==> config.mk <==
export PLATFORM = sky130hd
export DESIGN_NAME = dbg_trig_unit
export DESIGN_NICKNAME = d
export VERILOG_FILES = /design/src/rtl/dbg_trig_pkg.sv /design/src/rtl/dbg_trig_regs.sv /design/src/rtl/dbg_pc_cmp.sv /design/src/rtl/dbg_addr_cmp.sv /design/src/rtl/dbg_data_cmp.sv /design/src/rtl/dbg_trig_unit.sv
export SDC_FILE = /design/constraint.sdc
export NUM_CORES = 1
export LEC_CHECK = 0
export ABC_AREA = 1
export CAP_MARGIN = 10
export CORE_MARGIN = 2
export CORE_UTILIZATION = 45
export DETAILED_ROUTE_END_ITERATION = 8
export DONT_BUFFER_PORTS = 1
export GPL_TIMING_DRIVEN = 1
export PLACE_DENSITY = 0.66
export REMOVE_ABC_BUFFERS = 1
export SLEW_MARGIN = 10
export SYNTH_ARGS = -nofsm -noshare
export SYNTH_HDL_FRONTEND = slang
export SYNTH_SLANG_ARGS = --single-unit
==> constraint.sdc <==
create_clock -name clk -period 1.7 [get_ports clk]
set_input_delay 0.425 -clock clk [delete_from_list [all_inputs] [get_ports clk]]
set_output_delay 0.425 -clock clk [all_outputs]
set_load 0.02 [all_outputs]
==> src/rtl/dbg_trig_pkg.sv <==
package dbg_trig_pkg;

  localparam int IDXW      = 5;
  localparam int PC_SLOTS  = 4;
  localparam int CTRL_W    = 7 + PC_SLOTS - 1;

  localparam logic [IDXW-1:0] IDX_PC0  = 5'h08;
  localparam logic [IDXW-1:0] IDX_MASK = 5'h0C;
  localparam logic [IDXW-1:0] IDX_LO   = 5'h0D;
  localparam logic [IDXW-1:0] IDX_HI   = 5'h0E;
  localparam logic [IDXW-1:0] IDX_DREF = 5'h0F;
  localparam logic [IDXW-1:0] IDX_CTRL = 5'h10;

  // address mode bit positions inside amode
  localparam int AM_EQ_LO  = 0;
  localparam int AM_INSIDE = 1;
  localparam int AM_OUTSIDE = 2;

  typedef struct packed {
    logic [PC_SLOTS-2:0] slot_valid; // bits 9:7
    logic                dat_en;     // bit 6
    logic                dat_inv;    // bit 5
    logic [2:0]          amode;      // bits 4:2
    logic                pc_en;      // bit 1
    logic                pc_inv;     // bit 0
  } trig_ctrl_t;

endpackage

==> src/rtl/dbg_trig_regs.sv <==
module dbg_trig_regs
  import dbg_trig_pkg::*;
#(
  parameter int AW  = 32,
  parameter int DW  = 32,
  parameter int WRW = 32
) (
  input  logic                          clk,
  input  logic                          rst_n,
  input  logic                          wr_en,
  input  logic [IDXW-1:0]               wr_idx,
  input  logic [WRW-1:0]                wr_data,
  output logic [PC_SLOTS-1:0][AW-1:0]   slot_q,
  output logic [AW-1:0]                 mask_q,
  output logic [AW-1:0]                 lo_q,
  output logic [AW-1:0]                 hi_q,
  output logic [DW-1:0]                 dref_q,
  output trig_ctrl_t                    ctrl_q
);

  function automatic logic hit_idx(input logic en, input logic [IDXW-1:0] idx,
                                   input logic [IDXW-1:0] slot);
    return en && (idx == slot);
  endfunction

  // Value registers carry no reset: enables below keep them inert.
  for (genvar g = 0; g < PC_SLOTS; g++) begin : g_slot
    localparam logic [IDXW-1:0] SLOT_IDX = IDX_PC0 + IDXW'(g);
    always_ff @(posedge clk) begin
      if (hit_idx(wr_en, wr_idx, SLOT_IDX)) slot_q[g] <= wr_data[AW-1:0];
    end
  end

  always_ff @(posedge clk) begin
    if (hit_idx(wr_en, wr_idx, IDX_MASK)) mask_q <= wr_data[AW-1:0];
  end

  always_ff @(posedge clk) begin
    if (hit_idx(wr_en, wr_idx, IDX_LO)) lo_q <= wr_data[AW-1:0];
  end

  always_ff @(posedge clk) begin
    if (hit_idx(wr_en, wr_idx, IDX_HI)) hi_q <= wr_data[AW-1:0];
  end

  always_ff @(posedge clk) begin
    if (hit_idx(wr_en, wr_idx, IDX_DREF)) dref_q <= wr_data[DW-1:0];
  end

  always_ff @(posedge clk or negedge rst_n) begin
    if (!rst_n)                                ctrl_q <= '0;
    else if (hit_idx(wr_en, wr_idx, IDX_CTRL)) ctrl_q <= trig_ctrl_t'(wr_data[CTRL_W-1:0]);
  end

endmodule

==> src/rtl/dbg_pc_cmp.sv <==
module dbg_pc_cmp
  import dbg_trig_pkg::*;
#(
  parameter int AW = 32
) (
  input  logic                        inst_valid,
  input  logic [AW-1:0]               pc,
  input  logic [PC_SLOTS-1:0][AW-1:0] slot_q,
  input  logic [AW-1:0]               mask_q,
  input  logic [PC_SLOTS-2:0]         slot_valid,
  input  logic                        pc_en,
  input  logic                        pc_inv,
  output logic                        pc_hit
);

  // a set mask bit removes that position from the compare
  function automatic logic masked_eq(input logic [AW-1:0] a, input logic [AW-1:0] b,
                                     input logic [AW-1:0] m);
    return ((a ^ b) & ~m) == '0;
  endfunction

  logic [PC_SLOTS-1:0] slot_hit;
  logic                in_region;

  for (genvar g = 0; g < PC_SLOTS; g++) begin : g_cmp
    if (g == 0) begin : g_masked
      assign slot_hit[g] = masked_eq(pc, slot_q[g], mask_q);
    end else begin : g_exact
      assign slot_hit[g] = slot_valid[g-1] && (pc == slot_q[g]);
    end
  end

  assign in_region = |slot_hit;
  assign pc_hit    = pc_en && inst_valid && (in_region ^ pc_inv);

endmodule

==> src/rtl/dbg_addr_cmp.sv <==
module dbg_addr_cmp
  import dbg_trig_pkg::*;
#(
  parameter int AW = 32
) (
  input  logic          op_valid,
  input  logic [AW-1:0] op_addr,
  input  logic [AW-1:0] lo_q,
  input  logic [AW-1:0] hi_q,
  input  logic [2:0]    amode,
  output logic          addr_en,
  output logic          addr_hit
);

  function automatic logic in_span(input logic [AW-1:0] a, input logic [AW-1:0] lo,
                                   input logic [AW-1:0] hi);
    return (a >= lo) && (a <= hi);
  endfunction

  logic [2:0] mode_hit;

  always_comb begin
    mode_hit             = '0;
    mode_hit[AM_EQ_LO]   = (op_addr == lo_q);
    mode_hit[AM_INSIDE]  = in_span(op_addr, lo_q, hi_q);
    mode_hit[AM_OUTSIDE] = !in_span(op_addr, lo_q, hi_q);
  end

  assign addr_en  = |amode;
  assign addr_hit = op_valid && |(mode_hit & amode);

endmodule

==> src/rtl/dbg_data_cmp.sv <==
module dbg_data_cmp #(
  parameter int DW = 32
) (
  input  logic          op_valid,
  input  logic [DW-1:0] op_data,
  input  logic [DW-1:0] dref_q,
  input  logic          dat_en,
  input  logic          dat_inv,
  output logic          data_hit
);

  logic data_eq;

  assign data_eq  = (op_data == dref_q);
  assign data_hit = dat_en && op_valid && (data_eq ^ dat_inv);

endmodule

==> src/rtl/dbg_trig_unit.sv <==
module dbg_trig_unit
  import dbg_trig_pkg::*;
#(
  parameter  int AW  = 32,
  parameter  int DW  = 32,
  localparam int WRW = (AW > DW) ? ((AW > CTRL_W) ? AW : CTRL_W)
                                 : ((DW > CTRL_W) ? DW : CTRL_W)
) (
  input  logic            clk,
  input  logic            rst_n,
  input  logic            wr_en,
  input  logic [IDXW-1:0] wr_idx,
  input  logic [WRW-1:0]  wr_data,
  input  logic            inst_valid,
  input  logic [AW-1:0]   pc,
  input  logic            op_valid,
  input  logic [AW-1:0]   op_addr,
  input  logic [DW-1:0]   op_data,
  output logic            trig_o
);

  logic [PC_SLOTS-1:0][AW-1:0] slot_q;
  logic [AW-1:0]               mask_q;
  logic [AW-1:0]               lo_q;
  logic [AW-1:0]               hi_q;
  logic [DW-1:0]               dref_q;
  trig_ctrl_t                  ctrl_q;

  // named events for the checker
  logic pc_en_w, addr_en_w, data_en_w;
  logic pc_hit, addr_hit, data_hit;
  logic armed, trig_d;

  dbg_trig_regs #(.AW(AW), .DW(DW), .WRW(WRW)) u_regs (
    .clk(clk), .rst_n(rst_n), .wr_en(wr_en), .wr_idx(wr_idx), .wr_data(wr_data),
    .slot_q(slot_q), .mask_q(mask_q), .lo_q(lo_q), .hi_q(hi_q),
    .dref_q(dref_q), .ctrl_q(ctrl_q)
  );

  dbg_pc_cmp #(.AW(AW)) u_pc (
    .inst_valid(inst_valid), .pc(pc), .slot_q(slot_q), .mask_q(mask_q),
    .slot_valid(ctrl_q.slot_valid), .pc_en(ctrl_q.pc_en), .pc_inv(ctrl_q.pc_inv),
    .pc_hit(pc_hit)
  );

  dbg_addr_cmp #(.AW(AW)) u_addr (
    .op_valid(op_valid), .op_addr(op_addr), .lo_q(lo_q), .hi_q(hi_q),
    .amode(ctrl_q.amode), .addr_en(addr_en_w), .addr_hit(addr_hit)
  );

  dbg_data_cmp #(.DW(DW)) u_data (
    .op_valid(op_valid), .op_data(op_data), .dref_q(dref_q),
    .dat_en(ctrl_q.dat_en), .dat_inv(ctrl_q.dat_inv), .data_hit(data_hit)
  );

  function automatic logic class_ok(input logic en, input logic hit);
    return !en || hit;
  endfunction

  assign pc_en_w   = ctrl_q.pc_en;
  assign data_en_w = ctrl_q.dat_en;
  assign armed     = pc_en_w || addr_en_w || data_en_w;
  assign trig_d    = armed && class_ok(pc_en_w, pc_hit)
                           && class_ok(addr_en_w, addr_hit)
                           && class_ok(data_en_w, data_hit);

  always_ff @(posedge clk or negedge rst_n) begin
    if (!rst_n) trig_o <= 1'b0;
    else        trig_o <= trig_d;
  end

endmodule

==> run_results.csv, run 1 <==
group,metric,value,unit
synthesis,synth-edff-count,256,
clocking,cts_buffer_depth,3,
floorplan,io_pins,139,
floorplan,die_w,171.1,um
timing,slew_headroom,59.24,%
min_path,min_delay_worst_endpoint,"u_regs.ctrl_q[5]$_DFFE_PN0P_",
cells_and_area,layout-drive-gt1-share,12.05,%
pwr,seqPwrFrac,52.4,%
grt,grt_max_degree,33,
synthesis,ys_types,33,
timing,drv_slew,0,
min_path,hold_start,"wr_data[5]",
route,ant_nets,0,
critical_path,regToRegSetupSlack,-0.23,ns
route,via_count,8406,
critical_path,criticalPathCategory,"flip-flop to flip-flop",
timing,hold_violations,0,
grt,grt.busiest_layer,"met2",
route,drtIter0Drc,685,
timing,max_freq,519.3,MHz
critical_path,cp.arrival,2.36,ns
floorplan,coreArea,0.02763,sq mm
pwr,ir_drop,0.5783,mV
run_status,violations,"negative setup slack",
route,wl,32110,um
floorplan,row_count,61,
run_status,status,"finished with violations",
timing,tightest_slew,0.6094,ns
synthesis,yosysMostFrequentCell,"nand2_1",
cells_and_area,nets,1465,
clocking,cts_buffers,29,
grt,grt_pass1_wl,47680,um
synthesis,synthTopCellsByArea,"edfxtp_1 61%, nand2_1 8.7%, ha_1 6.4%",
placement,pre_cts_ws,-0.3879,ns
synthesis,syn_area,0.01256,sq mm
timing,period_share,113.3,%
clocking,cts_tree,"built",
clocking,cts_max_level,1,
synthesis,synth_common_cells,"290 x nand2_1, 256 x edfxtp_1, 171 x inv_1, 103 x nor2_1, 64 x ha_1",
critical_path,rr_endpoint,"trig_o$_DFF_PN0_",
critical_path,reg2reg_depth,13,
synthesis,yosys_warnings,0,
critical_path,critPathCaptureType,"flip-flop",
clocking,root_buffer,"clkbuf_16",
timing,finalClockSkew,0.009986,ns
grt,overflow,0,
floorplan,initial_utilization,45.45,%
min_path,hp-class,"primary input to flip-flop",
synthesis,ys_seq_elements,267,
timing,holdWs,0.02197,ns
pwr,p_per_area,949.8,mW/mm^2
synthesis,synth_cells,1162,
placement,globalplace.congestion,0.9060,
cells_and_area,diodes,0,
pwr,total_power,0.01412,W
placement,portBuffers,0,
placement,dp_hpwl,22970,um
grt,first_global_vias,8296,
synthesis,ys_async_sr_fraction,4.120,%
floorplan,die-area,0.02926,sq mm
cells_and_area,areaGrowthSynthToFinish,18.42,%
timing,min_period,1.926,ns
route,via_per_inst,5.052,
pwr,power.share.clock,40.7,%
grt,grt_use_total,22.21,%
timing,setup_ws,-0.2256,ns
grt,antenna_found_initial,2,
critical_path,cp.required,2.14,ns
synthesis,avgSynthCellArea,10.81,sq um
pwr,comb_power_share,6.8,%
synthesis,yosysTopAreaCell,"edfxtp_1",
grt,grt_util_met1,30.03,%
floorplan,die_h,171.1,um
critical_path,reg2reg_from,"u_regs.lo_q[29]$_DFFE_PP_",
pwr,p_int,0.01097,W
grt,met3_usage,4.673,%
clocking,path_clk_slew,0.06,ns
clocking,clock_latency,0.55,ns
route,drc_errors,0,
grt,use_met2,36.41,%
timing,setup_viol_count_final,1,
timing,tns,-0.2256,ns
pwr,swShare,22.35,%
timing,rsz0062_at_grt,"true",
synthesis,yosysSeqAreaShare,63.41,%
pwr,switchingPower,0.003157,W
route,dr.pass1.iters,5,
critical_path,worst-path-max-fanout,3,
run,maxCapViolCount,0,
critical_path,cp-start-kind,"flip-flop",
synthesis,synthFlopType,"edfxtp_1",
route,wl_per_cell,19.30,um
synthesis,synth_top_area_share,61.21,%
pwr,leakage,6.097,nW
min_path,whs_path_depth,2,
clocking,cts_sinks,267,
==> registers in the layout, indices dropped and copies added (netlist names) <==
signal	flops
u_regs.slot_q	128
u_regs.ctrl_q	10
u_regs.lo_q	32
u_regs.hi_q	32
u_regs.mask_q	32
u_regs.dref_q	32
trig_o	1
==> cells by family (layout without fill, tap and decap cells) <==
kind of cell    count (synthesis)  after routing  synth area share, %
compound gates                 88             88                3.746
fa+ha+maj                      64             64                6.376
xor+xnor                       58             58                4.045
buf+inv                       199            323                6.028
mux                             3              3               0.2690
simple gates                  483            483                16.13
flops                         267            267                63.41
==> metrics by stage <==
stage                     instance area [sq um]  instances  utilization, %
final                                     14870       1664           53.83
after floorplan                           12530       1157               -
after global routing                      14870       1664           53.83
after detailed placement                  13490       1575           48.82
after global placement                    13490       1575           48.82
after CTS                                 14810       1664           53.60
==> worst max-delay path by stage <==
stage,slack (ns),startpoint,to
after floorplan,-1.73,wr_idx[4],u_regs.mask_q[0]$_DFFE_PP_
after global placement,-0.35,op_addr[15],trig_o$_DFF_PN0_
after detailed placement,-0.39,op_addr[15],trig_o$_DFF_PN0_
after CTS,-0.23,u_regs.lo_q[27]$_DFFE_PP_,trig_o$_DFF_PN0_
after global routing,-0.38,u_regs.lo_q[31]$_DFFE_PP_,trig_o$_DFF_PN0_
final,-0.23,u_regs.lo_q[29]$_DFFE_PP_,trig_o$_DFF_PN0_
==> metal layers <==
layer | part of all wire [%] | up-vias
met5 | 0.040 | -
met4 | 2.2 | 2
met3 | 7.8 | 47
met2 | 48 | 273
met1 | 42 | 4039
li1 | - | 4045
==> cell usage in the layout, fill, tap and decap left out, drive strengths merged, types with 15 or more instances in the layout <==
master,count
nand3b,15
nor2,105
nand2,290
o21ai,44
dlygate4sd3,33
nand3,33
buf,42
edfxtp,256
xnor2,17
xor2,41
ha,64
inv,195
clkbuf,43
a21oi,34
nand4,16
==> final cells by class <==
class | count | area [sq um]
well taps | 378 | 473.0
inverters | 194 | 728.2
multi-input cells | 696 | 4068
repair buffers | 75 | 783.3
fillers | 2397 | 12760
clock buffers | 43 | 798.3
clock inverters | 11 | 58.81
flip-flops and latches | 267 | 7963
==> power groups by stage <==
stage                     sequential, W  clock [W]  combinational, W
after floorplan                 0.00753          0          0.000509
after global placement          0.00754          0          0.000726
after detailed placement        0.00755          0          0.000748
after CTS                       0.00741    0.00585          0.000952
after global routing            0.00742    0.00606           0.00108
final                           0.00741    0.00575          0.000968
==> worst max-delay path: stages (launching register included) <==
cell	delay (ns)
edfxtp_1	0.36
inv_1	0.07
ha_1	0.25
a21oi_1	0.16
o21ai_0	0.10
nor2_1	0.14
buf_4	0.15
nand2_1	0.06
nor2_2	0.11
nand2_1	0.08
nand3_1	0.10
nand3_2	0.08
a21oi_2	0.11
nor2_1	0.04
==> what timing repair did <==
action                                  4_1_cts  5_1_grt
endpoints found under the hold margin       272        0
endpoints found under the setup margin        1        1
pin swaps                                    22        9
hold buffers                                 33        0
resized for setup                            23       12
setup buffers                                 2        0
No activity file was read; power rests on OpenSTA's default activity.
==> run 2: changes to the inputs <==
- DONT_BUFFER_PORTS: 1 -> default
- PLACE_DENSITY: 0.66 -> 0.73
==> run_results.csv, run 2 (synthesis results as in run 1) <==
group,metric,value,unit
placement,globalplace.congestion,0.9314,
pwr,p_int,0.01147,W
pwr,leakage,6.747,nW
cells_and_area,nets,1595,
cells_and_area,layout_common_cells,"280 x nand2_1, 256 x edfxtp_1, 166 x inv_1",
pwr,ir_drop,0.5532,mV
timing,setup_ws,-0.2493,ns
cells_and_area,largest_register_ffs,128,
grt,grt_max_degree,33,
timing,finalClockSkew,0.007110,ns
clocking,path_clk_slew,0.06,ns
route,drtIter0Drc,798,
pwr,total_power,0.01467,W
critical_path,path_buf_inv,3,
route,via_per_inst,4.954,
grt,grt_use_total,21.63,%
timing,hold_violations,0,
pwr,seqPwrFrac,50.5,%
clocking,cts_buffer_depth,3,
pwr,swShare,21.76,%
timing,tightest_slew,0.5694,ns
run_status,status,"finished with violations",
pwr,p_per_area,904.6,mW/mm^2
floorplan,die-area,0.02926,sq mm
grt,grt_pass1_wl,47040,um
cells_and_area,layout-drive-gt1-share,14.05,%
critical_path,path_cells,"clkdlybuf4s50_1 > buf_4 > ha_1 > inv_1 > nor2_1 > o21ai_0 > nand2_1 > nand2_1 > nand2_1 > nand2_1 > nand2_1 > nand2_2 > nand2_2 > nand3_1 > nand3_2 > a21oi_2 > nor2_1",
grt,overflow,0,
clocking,cts_max_level,1,
timing,rsz0062_at_grt,"true",
floorplan,die_w,171.1,um
timing,slew_headroom,61.92,%
route,dr.pass1.iters,5,
critical_path,critPathCaptureType,"flip-flop",
critical_path,worst-path-max-fanout,2,
critical_path,cp.arrival,2.37,ns
placement,portBuffers,138,
pwr,comb_power_share,9.5,%
clocking,root_buffer,"clkbuf_16",
critical_path,cp.required,2.12,ns
floorplan,initial_utilization,45.45,%
run,maxCapViolCount,0,
timing,tns,-0.2493,ns
timing,setup_viol_count_final,1,
critical_path,cp_num_cells,17,
critical_path,reg2reg_depth,15,
timing,max_freq,513.0,MHz
critical_path,critical-path-max-stage-delay,0.45,ns
route,wl,31590,um
critical_path,cp-start-kind,"primary input",
clocking,cts_buffers,27,
cells_and_area,regArea,0.007963,sq mm
cells_and_area,diodes,0,
clocking,cts_sinks,267,
run_status,violations,"negative setup slack",
cells_and_area,largest-register,"u_regs.slot_q",
critical_path,crit_top_cell,"nand2_1",
critical_path,cp_top_family,"simple AND/OR/NAND/NOR gates",
timing,min_period,1.949,ns
pwr,power.share.clock,40.0,%
timing,period_share,114.7,%
cells_and_area,areaGrowthSynthToFinish,29.10,%
placement,dp_hpwl,23160,um
route,ant_nets,0,
route,drc_errors,0,
route,wl_per_cell,17.68,um
cells_and_area,multi_input_area,0.004155,sq mm
route,via_count,8853,
clocking,cts_tree,"built",
min_path,hp-class,"primary input to async pin",
critical_path,criticalPathCategory,"primary input to flip-flop",
grt,first_global_vias,8581,
critical_path,slowest_stage,"clkdlybuf4s50_1",
cells_and_area,final_common_cell,"nand2_1",
floorplan,die_h,171.1,um
pwr,switchingPower,0.003192,W
floorplan,coreArea,0.02763,sq mm
floorplan,io_pins,139,
clocking,clock_latency,0.53,ns
grt,antenna_found_initial,0,
timing,drv_slew,0,
cells_and_area,num-fill-cells,2198,
floorplan,row_count,61,
run 2: cell count changes in the layout (fill, tap and decap cells not counted), moves of 4 or more:
cell / delta
nor2_2: +4
dlygate4sd3_1: -33
ha_4: +4
nand2_1: -7
nand2_2: +8
clkbuf_1: -8
dlymetal6s2s_1: +11
ha_1: -4
bufinv_16: +4
clkdlybuf4s50_1: +123
buf_4: +28
run 2: final cells by class:
type                       instances  area share [%]
clock inverter                    14           1.011
tap                              378           2.917
inverter                         194           4.491
timing repair buffer             207           12.58
sequential                       267           49.11
clock buffer                      31           4.260
multi-input combinational        696           25.63
run 2: path summary, 6_finish.rpt:
check                                                   from                            to  slack, ns
max in group asynchronous                              rst_n  u_regs.ctrl_q[2]$_DFFE_PN0P_       1.06
worst min-delay path                                   rst_n  u_regs.ctrl_q[9]$_DFFE_PN0P_       0.26
min in group clk                u_regs.ctrl_q[1]$_DFFE_PN0P_              trig_o$_DFF_PN0_       0.52
worst max-delay path                              op_addr[1]              trig_o$_DFF_PN0_      -0.25
worst max register to register     u_regs.lo_q[26]$_DFFE_PP_              trig_o$_DFF_PN0_      -0.24
worst min register to register  u_regs.ctrl_q[1]$_DFFE_PN0P_              trig_o$_DFF_PN0_       0.52
run 2: per-layer routing:
| metal | wire length (um) | global-route usage [%] | part of all wire (%) | up-vias |
|---|---|---|---|---|
| li1 | - | - | - | 4302 |
| met1 | 13530 | 29.59 | 43 | 4182 |
| met2 | 14630 | 34.89 | 46 | 308 |
| met3 | 2283 | 3.331 | 7.2 | 61 |
| met4 | 1141 | 8.401 | 3.6 | 0 |
| met5 | 0 | 0 | 0 | - |
run 2: power groups by stage:
| stage | clock (W) | sequential (W) | combinational [W] |
|---|---|---|---|
| 2_1_floorplan | 0 | 0.00753 | 0.000509 |
| 3_3_place_gp | 0 | 0.00753 | 0.00129 |
| 3_5_place_dp | 0 | 0.00754 | 0.00132 |
| 4_1_cts | 0.00595 | 0.00740 | 0.00133 |
| 5_1_grt | 0.00624 | 0.00741 | 0.00153 |
| 6_report | 0.00587 | 0.00740 | 0.00139 |
run 2: timing repair:
action | in CTS | in global routing
cloned | 0 | 0
endpoints found under the hold margin | 0 | 0
hold buffers | 0 | 0
buffers inserted | 1 | 1
gates resized for setup | 16 | 57
setup endpoints to repair | 2 | 2
pin swaps | 17 | 31
run 2: per-stage QoR:
stage	hold WS [ns]	instances	setup slack (ns)	cell area, sq um	utilization [%]
after detailed placement	0.5180	1740	-0.9752	15030	54.39
after floorplan	0.1294	1157	-1.733	12530	-
after global placement	0.5036	1740	-0.9254	15030	54.39
after global routing	0.2767	1787	-0.3554	16210	58.68
final	0.2631	1787	-0.2493	16210	58.68
after CTS	0.2562	1786	-0.2450	15930	57.67
==> run 3: changes to the inputs <==
- GPL_ROUTABILITY_DRIVEN: default -> 0
==> run_results.csv, run 3 (synthesis results as in run 1) <==
group,metric,value,unit
timing,min_period,1.960,ns
run_status,violations,"negative setup slack",
route,ant_nets,0,
critical_path,crit_top_cell,"nand2_1",
placement,pre_cts_ws,-0.8639,ns
grt,first_global_vias,8631,
grt,grt_use_total,21.50,%
route,drtIter0Drc,783,
critical_path,slowest_stage,"clkdlybuf4s50_1",
critical_path,critPathCaptureType,"flip-flop",
cells_and_area,largest_register_ffs,128,
timing,setup_ws,-0.2602,ns
cells_and_area,layout_common_cells,"284 x nand2_1, 256 x edfxtp_1, 168 x inv_1",
cells_and_area,final_common_cell,"nand2_1",
pwr,ir_drop,0.6063,mV
clocking,cts_sinks,267,
grt,overflow,0,
placement,portBuffers,138,
timing,period_share,115.3,%
clocking,clock_latency,0.54,ns
cells_and_area,utilization,57.29,%
run_status,status,"finished with violations",
pwr,leakage,6.536,nW
placement,place_inst,1730,
clocking,cts_buffer_depth,3,
timing,finalClockSkew,0.007926,ns
cells_and_area,areaGrowthSynthToFinish,26.03,%
critical_path,critical-path-max-stage-delay,0.47,ns
clocking,path_clk_slew,0.06,ns
timing,hold_violations,0,
route,dr.pass1.iters,5,
cells_and_area,diodes,0,
floorplan,row_count,61,
clocking,cts_buffers,27,
critical_path,regToRegSetupSlack,-0.24,ns
placement,dp_hpwl,22730,um
pwr,p_per_area,897.6,mW/mm^2
floorplan,die_h,171.1,um
clocking,root_buffer,"clkbuf_16",
cells_and_area,largest-register,"u_regs.slot_q",
cells_and_area,nets,1583,
cells_and_area,layout-drive-gt1-share,11.21,%
min_path,hp-class,"primary input to async pin",
clocking,hold_buffers,0,
route,wl_per_cell,17.61,um
clocking,cts_max_level,1,
grt,grt_max_degree,33,
route,via_per_inst,4.965,
route,wl,31330,um
timing,tightest_slew,0.5632,ns
run,maxCapViolCount,0,
floorplan,die-area,0.02926,sq mm
timing,drv_slew,0,
floorplan,coreArea,0.02763,sq mm
critical_path,path_buf_inv,2,
pwr,total_power,0.01421,W
timing,slew_headroom,62.34,%
floorplan,io_pins,139,
critical_path,path_cells,"clkdlybuf4s50_1 > ha_1 > a21oi_1 > o21a_1 > nand2_1 > a21oi_1 > buf_4 > nand2_1 > nand2_1 > nand2_1 > nand2_1 > nand3_1 > a21oi_1 > nor2_1",
clocking,cts_tree,"built",
timing,rsz0062_at_grt,"true",
critical_path,cp-start-kind,"primary input",
critical_path,cp.arrival,2.39,ns
floorplan,initial_utilization,45.45,%
timing,tns,-0.2602,ns
critical_path,cp_top_family,"buffers and inverters",
route,drc_errors,0,
timing,max_freq,510.2,MHz
critical_path,worst-path-max-fanout,2,
timing,setup_viol_count_final,1,
critical_path,criticalPathCategory,"primary input to flip-flop",
route,via_count,8833,
cells_and_area,instances_no_fill,1779,
grt,grt_pass1_wl,46940,um
grt,antenna_found_initial,1,
floorplan,die_w,171.1,um
critical_path,cp.required,2.13,ns
clocking,postCtsSetupRepairBufs,0,
==> run 3: cell types whose count changed in the layout (fill, tap and decap cells not counted), sizes merged, moves of 4 or more <==
cell,delta
buf,-12
bufinv,-4
clkbuf,+8
clkdlybuf4s50,+13
dlymetal6s2s,-11
==> run 3: metal layers <==
layer  share of wire, %  wire, um  track usage, %
met5                  0         0               0
met3                7.4      2315           3.262
met4                4.0      1246           8.696
met2                 47     14740           35.55
met1                 42     13020           28.51
==> run 3: path summary, 6_finish.rpt <==
kind | end | cells after the start | startpoint
worst max-delay path | trig_o$_DFF_PN0_ | 14 | op_addr[31]
worst min-delay path | u_regs.ctrl_q[4]$_DFFE_PN0P_ | 1 | rst_n
worst max register to register | trig_o$_DFF_PN0_ | 15 | u_regs.lo_q[26]$_DFFE_PP_
worst min register to register | trig_o$_DFF_PN0_ | 3 | u_regs.ctrl_q[1]$_DFFE_PN0P_
max in group asynchronous | u_regs.ctrl_q[2]$_DFFE_PN0P_ | 1 | rst_n
min in group clk | trig_o$_DFF_PN0_ | 3 | u_regs.ctrl_q[1]$_DFFE_PN0P_
==> run 3: layout make-up <==
class	count	area, sq um
clock buffers	39	750.7
clock inverters	10	56.30
inverters	194	728.2
well taps	378	473.0
fillers	2277	11800
flip-flops and latches	267	7963
repair buffers	195	1921
multi-input cells	696	3936
==> run 3: what timing repair did <==
item | 4_1_cts | 5_1_grt
endpoints found under the setup margin | 2 | 2
pin swaps | 10 | 16
endpoints found under the hold margin | 0 | 0
cloned | 0 | 0
gates resized for setup | 6 | 19
==> run 3: stage by stage <==
stage / cell area, sq um / hold slack, ns
after floorplan: 12530 / 0.1294
after global placement: 14950 / 0.5087
after detailed placement: 14950 / 0.5127
after CTS: 15780 / 0.2655
after global routing: 15830 / 0.2887
final: 15830 / 0.2502
==> run 3: report_power, final <==
part / switching, W / internal [W]
Clock: 0.00242 / 0.00306
Combinational: 0.000704 / 0.000620
Sequential: 0.0000588 / 0.00734
Total: 0.00318 / 0.0110
